--- src/rtl/gsched_pkg.sv ---
package gsched_pkg;
  typedef enum logic [1:0] {
    SLOT_FREE  = 2'd0,
    SLOT_RUN   = 2'd1,
    SLOT_STALL = 2'd2
  } slot_state_e;
endpackage

--- src/rtl/ctx_pool.sv ---
module ctx_pool #(
  parameter int POOL_SIZE = 16,
  parameter int SW        = $clog2(POOL_SIZE + 1)
) (
  input  logic          clk_i,
  input  logic          rst_ni,
  input  logic          take_en_i,
  input  logic [SW-1:0] take_size_i,
  input  logic [SW-1:0] give_size_i,
  output logic [SW-1:0] free_o
);
  localparam logic [SW-1:0] PoolMax = SW'(POOL_SIZE);

  logic [SW-1:0] free_q;

  always_ff @(posedge clk_i or negedge rst_ni) begin
    if (!rst_ni) free_q <= PoolMax;
    else         free_q <= free_q - (take_en_i ? take_size_i : '0) + give_size_i;
  end

  assign free_o = free_q;

  assert_pool_bound_R4: assert property (@(posedge clk_i) disable iff (!rst_ni)
    free_q <= PoolMax);
  assert_no_overdraw_R2: assert property (@(posedge clk_i) disable iff (!rst_ni)
    take_en_i |-> (take_size_i <= free_q && take_size_i != '0));
endmodule

--- src/rtl/slot_table.sv ---
module slot_table
  import gsched_pkg::*;
#(
  parameter int N  = 8,
  parameter int IW = 3,
  parameter int SW = 5
) (
  input  logic          clk_i,
  input  logic          rst_ni,
  input  logic          launch_fire_i,
  input  logic [IW-1:0] launch_slot_i,
  input  logic [SW-1:0] launch_size_i,
  input  logic          stall_i,
  input  logic [IW-1:0] stall_id_i,
  input  logic          cpl_valid_i,
  input  logic [IW-1:0] cpl_id_i,
  input  logic          done_i,
  input  logic [IW-1:0] done_id_i,
  output logic [N-1:0]  runnable_o,
  output logic [N-1:0]  free_o,
  output logic [SW-1:0] size_o [N],
  output logic [SW-1:0] ret_size_o
);
  slot_state_e st_q [N];
  logic [SW-1:0] sz_q [N];

  for (genvar i = 0; i < N; i++) begin : g_slot
    logic hit_done, hit_launch, hit_stall, hit_cpl;
    assign hit_done   = done_i && done_id_i == IW'(i) && st_q[i] != SLOT_FREE;
    assign hit_launch = launch_fire_i && launch_slot_i == IW'(i);
    assign hit_stall  = stall_i && stall_id_i == IW'(i) && st_q[i] == SLOT_RUN;
    assign hit_cpl    = cpl_valid_i && cpl_id_i == IW'(i) && st_q[i] == SLOT_STALL;

    always_ff @(posedge clk_i or negedge rst_ni) begin
      if (!rst_ni) begin
        st_q[i] <= SLOT_FREE;
        sz_q[i] <= '0;
      end else if (hit_done) begin
        st_q[i] <= SLOT_FREE;
        sz_q[i] <= '0;
      end else if (hit_launch) begin
        st_q[i] <= SLOT_RUN;
        sz_q[i] <= launch_size_i;
      end else if (hit_stall) begin
        st_q[i] <= SLOT_STALL;
      end else if (hit_cpl) begin
        st_q[i] <= SLOT_RUN;
      end
    end

    assign runnable_o[i] = st_q[i] == SLOT_RUN;
    assign free_o[i]     = st_q[i] == SLOT_FREE;
    assign size_o[i]     = sz_q[i];

    assert_launch_runs_R3: assert property (@(posedge clk_i) disable iff (!rst_ni)
      (launch_fire_i && launch_slot_i == IW'(i)) |=> st_q[i] == SLOT_RUN);
    assert_stall_parks_R6: assert property (@(posedge clk_i) disable iff (!rst_ni)
      (stall_i && stall_id_i == IW'(i) && st_q[i] == SLOT_RUN &&
       !(done_i && done_id_i == IW'(i))) |=> st_q[i] == SLOT_STALL);
    assert_cpl_wakes_R7: assert property (@(posedge clk_i) disable iff (!rst_ni)
      (cpl_valid_i && cpl_id_i == IW'(i) && st_q[i] == SLOT_STALL &&
       !(done_i && done_id_i == IW'(i))) |=> st_q[i] == SLOT_RUN);
    assert_done_frees_R9: assert property (@(posedge clk_i) disable iff (!rst_ni)
      (done_i && done_id_i == IW'(i)) |=> st_q[i] == SLOT_FREE);
  end

  assign ret_size_o = (done_i && st_q[done_id_i] != SLOT_FREE) ? sz_q[done_id_i] : '0;
endmodule

--- src/rtl/rr_picker.sv ---
module rr_picker #(
  parameter int N  = 8,
  parameter int IW = 3
) (
  input  logic [N-1:0]  req_i,
  input  logic [IW-1:0] last_i,
  output logic          gnt_valid_o,
  output logic [IW-1:0] gnt_id_o
);
  always_comb begin
    gnt_valid_o = 1'b0;
    gnt_id_o    = '0;
    for (int k = 1; k <= N; k++) begin
      logic [IW-1:0] idx;
      idx = IW'((int'(last_i) + k) % N);
      if (!gnt_valid_o && req_i[idx]) begin
        gnt_valid_o = 1'b1;
        gnt_id_o    = idx;
      end
    end
  end
endmodule

--- src/rtl/group_issue_sched.sv ---
module group_issue_sched #(
  parameter int NUM_SLOTS = 8,
  parameter int POOL_SIZE = 16,
  localparam int IW = (NUM_SLOTS > 1) ? $clog2(NUM_SLOTS) : 1,
  localparam int SW = $clog2(POOL_SIZE + 1)
) (
  input  logic          clk_i,
  input  logic          rst_ni,
  input  logic          launch_req_i,
  input  logic [SW-1:0] launch_size_i,
  output logic          launch_ready_o,
  output logic [IW-1:0] launch_id_o,
  input  logic          stall_i,
  input  logic [IW-1:0] stall_id_i,
  input  logic          cpl_valid_i,
  input  logic [IW-1:0] cpl_id_i,
  input  logic          done_i,
  input  logic [IW-1:0] done_id_i,
  output logic          issue_valid_o,
  output logic [IW-1:0] issue_id_o
);
  localparam int AW = SW + IW + 1;

  logic [NUM_SLOTS-1:0] runnable, free_slots;
  logic [SW-1:0]        slot_size [NUM_SLOTS];
  logic [SW-1:0]        ret_size, free_space;
  logic                 has_free, launch_fire;
  logic [IW-1:0]        last_q;

  // lowest free slot
  always_comb begin
    has_free    = 1'b0;
    launch_id_o = '0;
    for (int k = NUM_SLOTS - 1; k >= 0; k--) begin
      if (free_slots[k]) begin
        has_free    = 1'b1;
        launch_id_o = IW'(k);
      end
    end
  end

  assign launch_ready_o = has_free && launch_size_i != '0 && launch_size_i <= free_space;
  assign launch_fire    = launch_req_i && launch_ready_o;

  slot_table #(.N(NUM_SLOTS), .IW(IW), .SW(SW)) u_table (
    .clk_i, .rst_ni,
    .launch_fire_i (launch_fire),
    .launch_slot_i (launch_id_o),
    .launch_size_i (launch_size_i),
    .stall_i, .stall_id_i,
    .cpl_valid_i, .cpl_id_i,
    .done_i, .done_id_i,
    .runnable_o (runnable),
    .free_o     (free_slots),
    .size_o     (slot_size),
    .ret_size_o (ret_size)
  );

  ctx_pool #(.POOL_SIZE(POOL_SIZE), .SW(SW)) u_pool (
    .clk_i, .rst_ni,
    .take_en_i   (launch_fire),
    .take_size_i (launch_size_i),
    .give_size_i (ret_size),
    .free_o      (free_space)
  );

  rr_picker #(.N(NUM_SLOTS), .IW(IW)) u_pick (
    .req_i       (runnable),
    .last_i      (last_q),
    .gnt_valid_o (issue_valid_o),
    .gnt_id_o    (issue_id_o)
  );

  always_ff @(posedge clk_i or negedge rst_ni) begin
    if (!rst_ni)            last_q <= IW'(NUM_SLOTS - 1);
    else if (issue_valid_o) last_q <= issue_id_o;
  end

  // pool accounting: free + reserved == pool
  logic [AW-1:0] reserved;
  always_comb begin
    reserved = '0;
    for (int k = 0; k < NUM_SLOTS; k++) reserved = reserved + AW'(slot_size[k]);
  end

  assert_pool_balance_R4: assert property (@(posedge clk_i) disable iff (!rst_ni)
    reserved + AW'(free_space) == AW'(POOL_SIZE));
  assert_issue_runnable_R5: assert property (@(posedge clk_i) disable iff (!rst_ni)
    issue_valid_o |-> runnable[issue_id_o]);
  assert_idle_empty_R8: assert property (@(posedge clk_i) disable iff (!rst_ni)
    !issue_valid_o |-> runnable == '0);
  assert_last_tracks_R5: assert property (@(posedge clk_i) disable iff (!rst_ni)
    issue_valid_o |=> last_q == $past(issue_id_o));
endmodule

--- config.mk ---
export PLATFORM = sky130hd
export DESIGN_NAME = group_issue_sched
export DESIGN_NICKNAME = d
export VERILOG_FILES = /design/src/rtl/gsched_pkg.sv /design/src/rtl/ctx_pool.sv /design/src/rtl/slot_table.sv /design/src/rtl/rr_picker.sv /design/src/rtl/group_issue_sched.sv
export SDC_FILE = /design/constraint.sdc
export NUM_CORES = 1
export LEC_CHECK = 0
export CORE_MARGIN = 2
export CORE_UTILIZATION = 45
export CTS_BUF_LIST = sky130_fd_sc_hd__clkbuf_4 sky130_fd_sc_hd__clkbuf_8
export DETAILED_ROUTE_END_ITERATION = 8
export SLEW_MARGIN = 25
export SYNTH_ARGS = -nofsm -noshare
export SYNTH_HDL_FRONTEND = slang
export SYNTH_SLANG_ARGS = --single-unit
--- constraint.sdc ---
create_clock -name clk_i -period 9.6 [get_ports clk_i]
set_input_delay 1.92 -clock clk_i [delete_from_list [all_inputs] [get_ports clk_i]]
set_output_delay 1.92 -clock clk_i [all_outputs]
set_load 0.005 [all_outputs]
# After elaboration in Yosys (flattened, before gate mapping)
# Cells that the tools add are included.
# W data, S select, Z words.
# totals
ff_bits	64
in_bits	20
out_inout_bits	8
elab_cells	299
# op_classes
add_sub_neg	10
order_cmp	10
n_eq_ne	44
muxes	104
bitwise	1
n_reduce_logical	112
# ops
op	n
$mux W5	20
$mux W2	34
$logic_and A1 B1 Y1	67
$eq A3 B3 Y1 const B	16
$mux W3	16
$reduce_bool A2 Y1	17
$lt A3 B4 Y1 const B	8
$reduce_bool A4 Y1	8
$bmux W1 S3	8
$eq A3 B2 Y1 const B	8
$mux W1	24
$eq A2 B1 Y1 const B	8
$eq A2 B2 Y1 const B	8
$logic_not A2 Y1	8
$bmux W5 S3	1
$add A3 B3 Y3 const B	4
$eq A3 B1 Y1 const B	4
$logic_not A3 Y1	4
$logic_not A1 Y1	7
$add A3 B1 Y3 const B	2
$add A3 B2 Y3 const B	2
$bmux W2 S3	1
$add A5 B5 Y5	1
$le A5 B5 Y1	1
other kinds (4)	4

# Longest topological paths before layout
# Gate-level depths: netlist of the first run.
# depth
depth_word	25
ltp_mapped	20
depth_no_buf	19

# Hierarchy
# From an unflattened synthesis of the first run, not the netlist that was laid out.
# hier_totals
hier_cells	463
hier_area_um2	4805.9
# by_module_without_submodules
module	instances	cells_per_inst	area_per_inst_um2	seq_area_each_um2
slot_table	1	284	3226.8	1401.3
rr_picker	1	93	785.8	0.0
ctx_pool	1	46	439.2	126.4
group_issue_sched	1	40	354.1	78.8

# Worst setup path after synthesis of the first run
# OpenSTA, ideal clock, no wires.
# synth_timing
kind	input-to-reg
from	input port done_id_i[0]
to	register u_pool.free_q[4], in the netlist u_pool.free_o[4]
setup_time_ps	75
arrival_time_ps	5198
t_required_ps	9525
slack_ps	4326
cell_stages	13
path_buffers	2
cell_sequence	clkbuf_1 -> buf_1 -> mux4_2 -> mux2_2 -> nand3_1 -> fa_1 -> fa_1 -> inv_1 -> a21o_1 -> a21oi_1 -> xnor2_1 -> xnor2_1 -> xnor2_1
# synth_via
elab_chain_len	8
elab_cells_between_ends	11
cone_classes	1 x add/sub; 7 x mux; 1 x bitwise; 2 x reduce/logical
# synth_rtl
element	line	text
start, declared	group_issue_sched.sv:18	input logic [IW-1:0] done_id_i,
$not A3 Y4 (implied by the code) (*)	slot_table.sv:67	assign ret_size_o = (done_i && st_q[done_id_i] != SLOT_FREE) ? sz_q[done_id_i] : '0;
$bmux W2 S3	slot_table.sv:67	
$mux W2 (implied by the code) (2 in a row)	slot_table.sv:67	
$reduce_bool A2 Y1	slot_table.sv:67	
$logic_and A1 B1 Y1	slot_table.sv:67	
$mux W5 (*)	slot_table.sv:67	
$add A5 B5 Y5 (*)	ctx_pool.sv:18	else free_q <= free_q - (take_en_i ? take_size_i : '0) + give_size_i;
end signal, assigned	ctx_pool.sv:17	if (!rst_ni) free_q <= PoolMax;
end signal, assigned	ctx_pool.sv:18	
end, declared	ctx_pool.sv:14	logic [SW-1:0] free_q;
# Every way passes the cells marked *; elsewhere a longest branch is shown, timed or not. The select of a mux whose other input is x is not followed.
# A chain may end at the register's enable or synchronous reset.

# Final worst setup path of the first run
# layout_timing
from	register last_q[0]
to	output port issue_id_o[1]
# layout_via
elab_chain_len	25
elab_cells_between_ends	53
cone_classes	8 x add/sub; 31 x mux; 14 x reduce/logical
# layout_rtl
element	line	text
start, declared	group_issue_sched.sv:28	logic [IW-1:0] last_q;
start signal, assigned	group_issue_sched.sv:75	if (!rst_ni) last_q <= IW'(NUM_SLOTS - 1);
start signal, assigned	group_issue_sched.sv:76	else if (issue_valid_o) last_q <= issue_id_o;
$add A3 B1 Y3	rr_picker.sv:15	idx = IW'((int'(last_i) + k) % N);
$bmux W1 S3	rr_picker.sv:16	if (!gnt_valid_o && req_i[idx]) begin
$mux W1 (implied by the code)	rr_picker.sv:16	
$mux W1	rr_picker.sv:16	
$logic_not A1 Y1	rr_picker.sv:16	
$logic_and A1 B1 Y1	rr_picker.sv:16	
$mux W1	rr_picker.sv:16	
$logic_not A1 Y1	rr_picker.sv:16	
(+9 left out)	-	
$logic_and A1 B1 Y1	rr_picker.sv:16	
$mux W1	rr_picker.sv:16	
$logic_not A1 Y1	rr_picker.sv:16	
$logic_and A1 B1 Y1	rr_picker.sv:16	
$mux W1	rr_picker.sv:16	
$logic_not A1 Y1	rr_picker.sv:16	
$logic_and A1 B1 Y1	rr_picker.sv:16	
$mux W3 (*)	rr_picker.sv:16	
end, declared	group_issue_sched.sv:20	output logic [IW-1:0] issue_id_o
# Marks and branches as above.

==> results of run 1 <==
-- metrics by stage --
step                      instance area, um^2  power (mW)
after global placement                   5200        1.92
after floorplan                          4860        1.56
final                                    5390        2.19
after CTS                                5390        2.19
after detailed placement                 5200        1.95
after global routing                     5390        2.37
-- sequential cells by signal (all words and copies together), names as in the netlist --
register / count
u_pool.free_o: 5
u_table.size_o: 40
last_q: 3
u_table.st_q: 16
-- worst max path at each step --
| stage | startpoint | endpoint | slack [ns] | cells past startpoint |
|---|---|---|---|---|
| floorplan | done_id_i[0] | u_pool.free_o[4] | 4.33 | 13 |
| global placement | done_id_i[0] | u_pool.free_o[4] | 3.66 | 12 |
| detailed placement | launch_size_i[0] | launch_ready_o | 3.60 | 9 |
| CTS | last_q[0] | issue_id_o[1] | 3.43 | 8 |
| global route | last_q[0] | issue_id_o[1] | 3.13 | 10 |
| finish | last_q[0] | issue_id_o[1] | 3.43 | 10 |
-- critical path: stages (launching register included) --
cell and delay [ns]:
dfstp_2 0.81, clkinv_1 0.35, ha_1 0.35, xor2_1 0.52, mux4_2 0.41, mux2_2 0.32, nor3b_4 0.17, and3b_1 0.18
o211ai_1 0.21, o21ai_0 0.13, clkdlybuf4s50_1 0.46
-- logic make-up after synthesis --
logic type	count (synthesis)	synth area share (%)
flops	64	33.0
compound gates	89	12.7
fa+ha+maj	16	4.73
xor+xnor	9	1.62
mux	82	23.3
simple gates	193	20.3
buf+inv	52	4.32
-- synthesized netlist by cell type (6+ instances only) --
library cell	number	area, um^2
a21boi_0	10	75.1
a21oi_1	16	80.1
and2_1	9	56.3
clkbuf_1	18	67.6
dfrtp_1	60	1500
ha_1	12	150
inv_1	23	86.3
mux2_2	8	90.1
mux2i_1	50	500
mux4_2	24	541
nand2_1	63	236
nand2b_1	17	106
nand3_1	17	85.1
nand3b_1	6	45.0
nor2_1	32	120
nor2b_1	10	62.6
o21ai_0	11	55.1
o31ai_1	7	52.6
or3_1	8	50.1
xnor2_1	7	61.3
-- cell type report --
| cell class | instances | area [um^2] | share of cell area (%) |
|---|---|---|---|
| multi-input cells | 389 | 3050 | 56.6 |
| flip-flops and latches | 64 | 1610 | 29.8 |
| repair buffers | 28 | 268 | 4.97 |
| well taps | 136 | 170 | 3.16 |
| clock buffers | 12 | 153 | 2.83 |
| inverters | 27 | 101 | 1.88 |
| clock inverters | 3 | 42.5 | 0.789 |
-- report_power, final --
group | switching (mW) | internal (mW) | total [mW] | leakage (nW)
clock | 0.105 | 0.131 | 0.236 | 0.0993
sequential | 0.127 | 0.400 | 0.527 | 0.812
combinational | 0.736 | 0.689 | 1.43 | 1.51
-- layer usage --
layer  part of all wire, %  GRT usage, %  vias to the layer above
li1                      -             -                     1862
met1                    46          32.7                     1973
met2                    47          37.6                      122
met3                   5.3          5.36                       14
met4                   1.3          7.05                        0
met5                     0             0                        -
==> results.py, run 1 <==
metrics = {
    "outcome": {
        "status": "finished, final reports clean",
    },
    "logic_synthesis": {
        "yosys_warnings": 0,
        "synthArstFlopShare_pct": 100,
        "synth_nets": 541,
        "yosysSeqAreaShare_pct": 33.0,
        "synth_area_per_cell_um2": 9.63,
        "synth-edff-count": 0,
        "synth_cell_types": 63,
        "synth-seq-cells": 64,
        "synthCells": 505,
        "ys.flop_type": "dfrtp_1",
        "syn_area_um2": 4860,
    },
    "setup_path": {
        "worstRegToRegCells": 16,
        "cp-end-kind": "primary output",
        "required_ns": 7.68,
        "path_class": "register to primary output",
        "rr_startpoint": "u_pool.free_o[1]",
        "crit_fanout": 20,
        "r2r_end": "u_pool.free_o[4]",
        "start_kind": "register",
        "arrival_ns": 4.25,
        "r2r_slack_ns": 5.89,
    },
    "placed_design": {
        "pre_cts_slack_ns": 3.60,
        "place.gp.congestion": 0.841,
        "dp_hpwl_um": 9500,
        "io_buffers": 27,
        "dp_cells": 644,
    },
    "detailed_routing": {
        "drtAntennaViolNets": 0,
        "drtIter0Drc": 319,
        "vias_per_cell": 6.03,
        "drc": 0,
        "drt_wl_total_um": 12800,
        "vias": 3971,
        "wl_per_cell_um": 19.5,
        "drt-pass1-iter-count": 5,
    },
    "timing": {
        "fin_crit_sh_pct": 64.3,
        "skew_ns": 0.0154,
        "fin_setup_tns_ns": 0,
        "max_freq_ghz": 0.162,
        "period_needed_ns": 6.17,
        "worst_pin_slew_ns": 0.886,
        "maxSlewHeadroom_pct": 40.9,
        "layout_setup_ws_ns": 3.43,
        "drv_slew": 0,
        "hold_slack_ns": 0.527,
        "rsz0062_at_grt": "false",
        "hold_viol": 0,
        "setup_viol": 0,
    },
    "die": {
        "rows": 37,
        "start_util_pct": 46.7,
        "die-area_um2": 11700,
        "fp.dieW_um": 108,
        "die_y_um": 108,
        "io-pin-count": 28,
        "coreArea_um2": 10400,
    },
    "pwr": {
        "max-vdd-ir-drop_uv": 307,
        "p_per_area_nw_per_um2": 406,
        "leakage_nw": 2.42,
    },
    "final_layout": {
        "layout_commonest_cell": "nand2_1",
        "finish.utilization_pct": 51.7,
        "syn2layout_area_growth_pct": 10.8,
        "layout-drive-gt1-share_pct": 12.2,
        "layout_common_cells": "nand2_1 (63), dfrtp_1 (60), mux2i_1 (50)",
        "fillers": 972,
        "nets": 555,
        "stdcell_count": 659,
        "diodes": 0,
    },
    "global_routing": {
        "track_usage_pct": 23.7,
        "antenna_found_initial": 0,
        "gr-total-overflow": 0,
        "grt_max_degree": 65,
        "grt_pass1_wl_um": 21000,
        "grt_pass1_vias": 3964,
    },
    "clock_tree": {
        "postCtsSetupRepairBufs": 0,
        "clock_sinks": 64,
        "clkTransAtPathRegs_ns": 0.06,
        "numCtsBuffers": 9,
        "cts_tree": "done",
        "cts-root-buf": "clkbuf_8",
        "cts_hold_buf": 0,
        "cts_buffer_depth": 2,
        "clk_latency_ns": 0.35,
        "htree_num_levels": 3,
        "cts-resized-gates": 0,
    },
    "min_path": {
        "min_path_type": "register to register",
        "hold-path-endpoint": "u_table.size_o[11]",
        "min_path_cells": 2,
        "worstHoldStart": "u_table.size_o[11]",
    },
    "run": {
        "max-cap-violations": 0,
    },
}
(Power assumes the default switching activity.)
==> inputs of run 2 (changes only) <==
==> constraint.sdc (replaced) <==
create_clock -name clk_i -period 6.16 [get_ports clk_i]
set_input_delay 1.232 -clock clk_i [delete_from_list [all_inputs] [get_ports clk_i]]
set_output_delay 1.232 -clock clk_i [all_outputs]
set_load 0.005 [all_outputs]
==> results.py, run 2 (synthesis results as in run 1) <==
metrics = {
    "setup_path": {
        "required_ns": 4.93,
        "cp-end-kind": "primary output",
        "r2r_end": "u_pool.free_o[4]",
        "rr_startpoint": "u_pool.free_o[1]",
        "path_class": "register to primary output",
        "worstRegToRegCells": 16,
        "r2r_slack_ns": 2.50,
        "crit_fanout": 20,
        "start_kind": "register",
        "arrival_ns": 4.18,
    },
    "timing": {
        "maxSlewHeadroom_pct": 41.6,
        "period_needed_ns": 5.42,
        "drv_slew": 0,
        "rsz0062_at_grt": "false",
        "setup_viol": 0,
        "hold_viol": 0,
        "skew_ns": 0.00656,
        "fin_setup_tns_ns": 0,
        "fin_crit_sh_pct": 87.9,
        "worst_pin_slew_ns": 0.877,
        "max_freq_ghz": 0.185,
    },
    "final_layout": {
        "nets": 556,
        "layout_common_cells": "nand2_1 (63), dfrtp_1 (60), mux2i_1 (50)",
        "fillers": 966,
        "layout-drive-gt1-share_pct": 12.2,
        "diodes": 0,
        "finish.utilization_pct": 52.0,
        "layout_commonest_cell": "nand2_1",
        "multiInputGateArea_um2": 3050,
        "largest_reg_flops": 40,
        "seq_area_um2": 1610,
        "syn2layout_area_growth_pct": 11.3,
    },
    "clock_tree": {
        "cts-root-buf": "clkbuf_8",
        "clk_latency_ns": 0.35,
        "htree_num_levels": 3,
        "cts_buffer_depth": 2,
        "clkTransAtPathRegs_ns": 0.07,
        "cts_hold_buf": 0,
        "cts_tree": "done",
        "cts-resized-gates": 0,
        "numCtsBuffers": 9,
        "postCtsSetupRepairBufs": 0,
        "clock_sinks": 64,
    },
    "detailed_routing": {
        "drtAntennaViolNets": 0,
        "drtIter0Drc": 335,
        "vias_per_cell": 6.13,
        "drt-pass1-iter-count": 5,
        "wl_per_cell_um": 19.3,
        "drt_wl_total_um": 12800,
        "drc": 0,
        "vias": 4043,
    },
    "placed_design": {
        "io_buffers": 27,
        "dp_hpwl_um": 9520,
        "place.gp.congestion": 0.894,
    },
    "min_path": {
        "worstHoldStart": "u_table.size_o[29]",
        "hold-path-endpoint": "u_table.size_o[29]",
        "min_path_cells": 2,
        "min_path_type": "register to register",
    },
    "global_routing": {
        "grt_pass1_vias": 3949,
        "antenna_found_initial": 0,
        "grt_pass1_wl_um": 21100,
        "grt_max_degree": 65,
        "track_usage_pct": 23.7,
        "gr-total-overflow": 0,
    },
    "die": {
        "fp.dieW_um": 108,
        "rows": 37,
        "die_y_um": 108,
        "io-pin-count": 28,
        "coreArea_um2": 10400,
        "die-area_um2": 11700,
        "start_util_pct": 46.7,
    },
    "pwr": {
        "p_per_area_nw_per_um2": 637,
        "leakage_nw": 2.44,
        "max-vdd-ir-drop_uv": 552,
    },
    "outcome": {
        "status": "finished, final reports clean",
    },
    "run": {
        "max-cap-violations": 0,
    },
}
run 2: cell types whose count changed in the layout (fill, tap and decap cells not counted), sizes merged:
cell | before | now
bufinv | 1 | 2
clkinv | 4 | 5
clkbuf | 12 | 11
clkdlybuf4s50 | 25 | 26
clkinvlp | 1 | 0
run 2: how the worst max path moves through the flow:
stage                  endpoint  cells after the start        startpoint  slack, ns
6_report          issue_id_o[1]                      8         last_q[0]       0.74
5_1_grt           issue_id_o[1]                      8         last_q[0]       0.37
4_1_cts           issue_id_o[1]                      8         last_q[0]       0.75
3_5_place_dp   u_pool.free_o[4]                     16  launch_size_i[0]       1.05
3_3_place_gp   u_pool.free_o[4]                     17  launch_size_i[0]       1.19
2_1_floorplan  u_pool.free_o[4]                     13      done_id_i[0]       1.57
run 2: cell type report:
type,instances,share of cell area [%]
multi-input combinational,389,56.3
tap,136,3.14
clock inverter,4,1.29
inverter,27,1.87
clock buffer,11,2.56
timing repair buffer,29,5.18
sequential,64,29.7
run 2: worst max-delay path: stages (launching register included):
cell             delay (ns)
dfstp_2                0.82
clkinv_1               0.35
ha_1                   0.78
mux4_2                 0.62
nor2_1                 0.24
and2_1                 0.24
o211ai_1               0.10
o21ai_0                0.15
clkdlybuf4s50_1        0.52
run 2: where the power goes:
group	internal [mW]	switching, mW
clock network	0.233	0.165
logic	1.07	1.15
registers	0.624	0.199
run 2: routing by layer:
metal  GRT usage (%)  wire (um)  vias to the layer above  part of all wire, %
met5               0          0                        -                    0
met3            4.58        736                       18                  5.8
met2            37.6       6020                      140                   47
met1            33.0       5780                     2022                   45
li1                -          -                     1863                    -
met4            7.23        225                        0                  1.8
run 2: stage by stage:
| stage | power [mW] | setup slack, ns | hold WS (ns) | cell area [um^2] | cells |
|---|---|---|---|---|---|
| 6_report | 3.45 | 0.744 | 0.524 | 5420 | 660 |
| 5_1_grt | 3.75 | 0.366 | 0.541 | 5420 | 660 |
| 4_1_cts | 3.44 | 0.753 | 0.528 | 5420 | 660 |
| 3_5_place_dp | 3.03 | 1.05 | 0.518 | 5210 | 645 |
| 3_3_place_gp | 3.00 | 1.19 | 0.507 | 5210 | 645 |
| 2_1_floorplan | 2.43 | 1.57 | 0.482 | 4860 | 505 |
==> inputs of run 3 (changes only) <==
--- a/config.mk
+++ b/config.mk
@@ -9,6 +9,7 @@
 export CORE_UTILIZATION = 45
 export CTS_BUF_LIST = sky130_fd_sc_hd__clkbuf_4 sky130_fd_sc_hd__clkbuf_8
 export DETAILED_ROUTE_END_ITERATION = 8
+export SETUP_SLACK_MARGIN = 0.2
 export SLEW_MARGIN = 25
 export SYNTH_ARGS = -nofsm -noshare
 export SYNTH_HDL_FRONTEND = slang
==> results of run 3 <==
No change in the layout: final DEF, timing and power equal those of run 2.
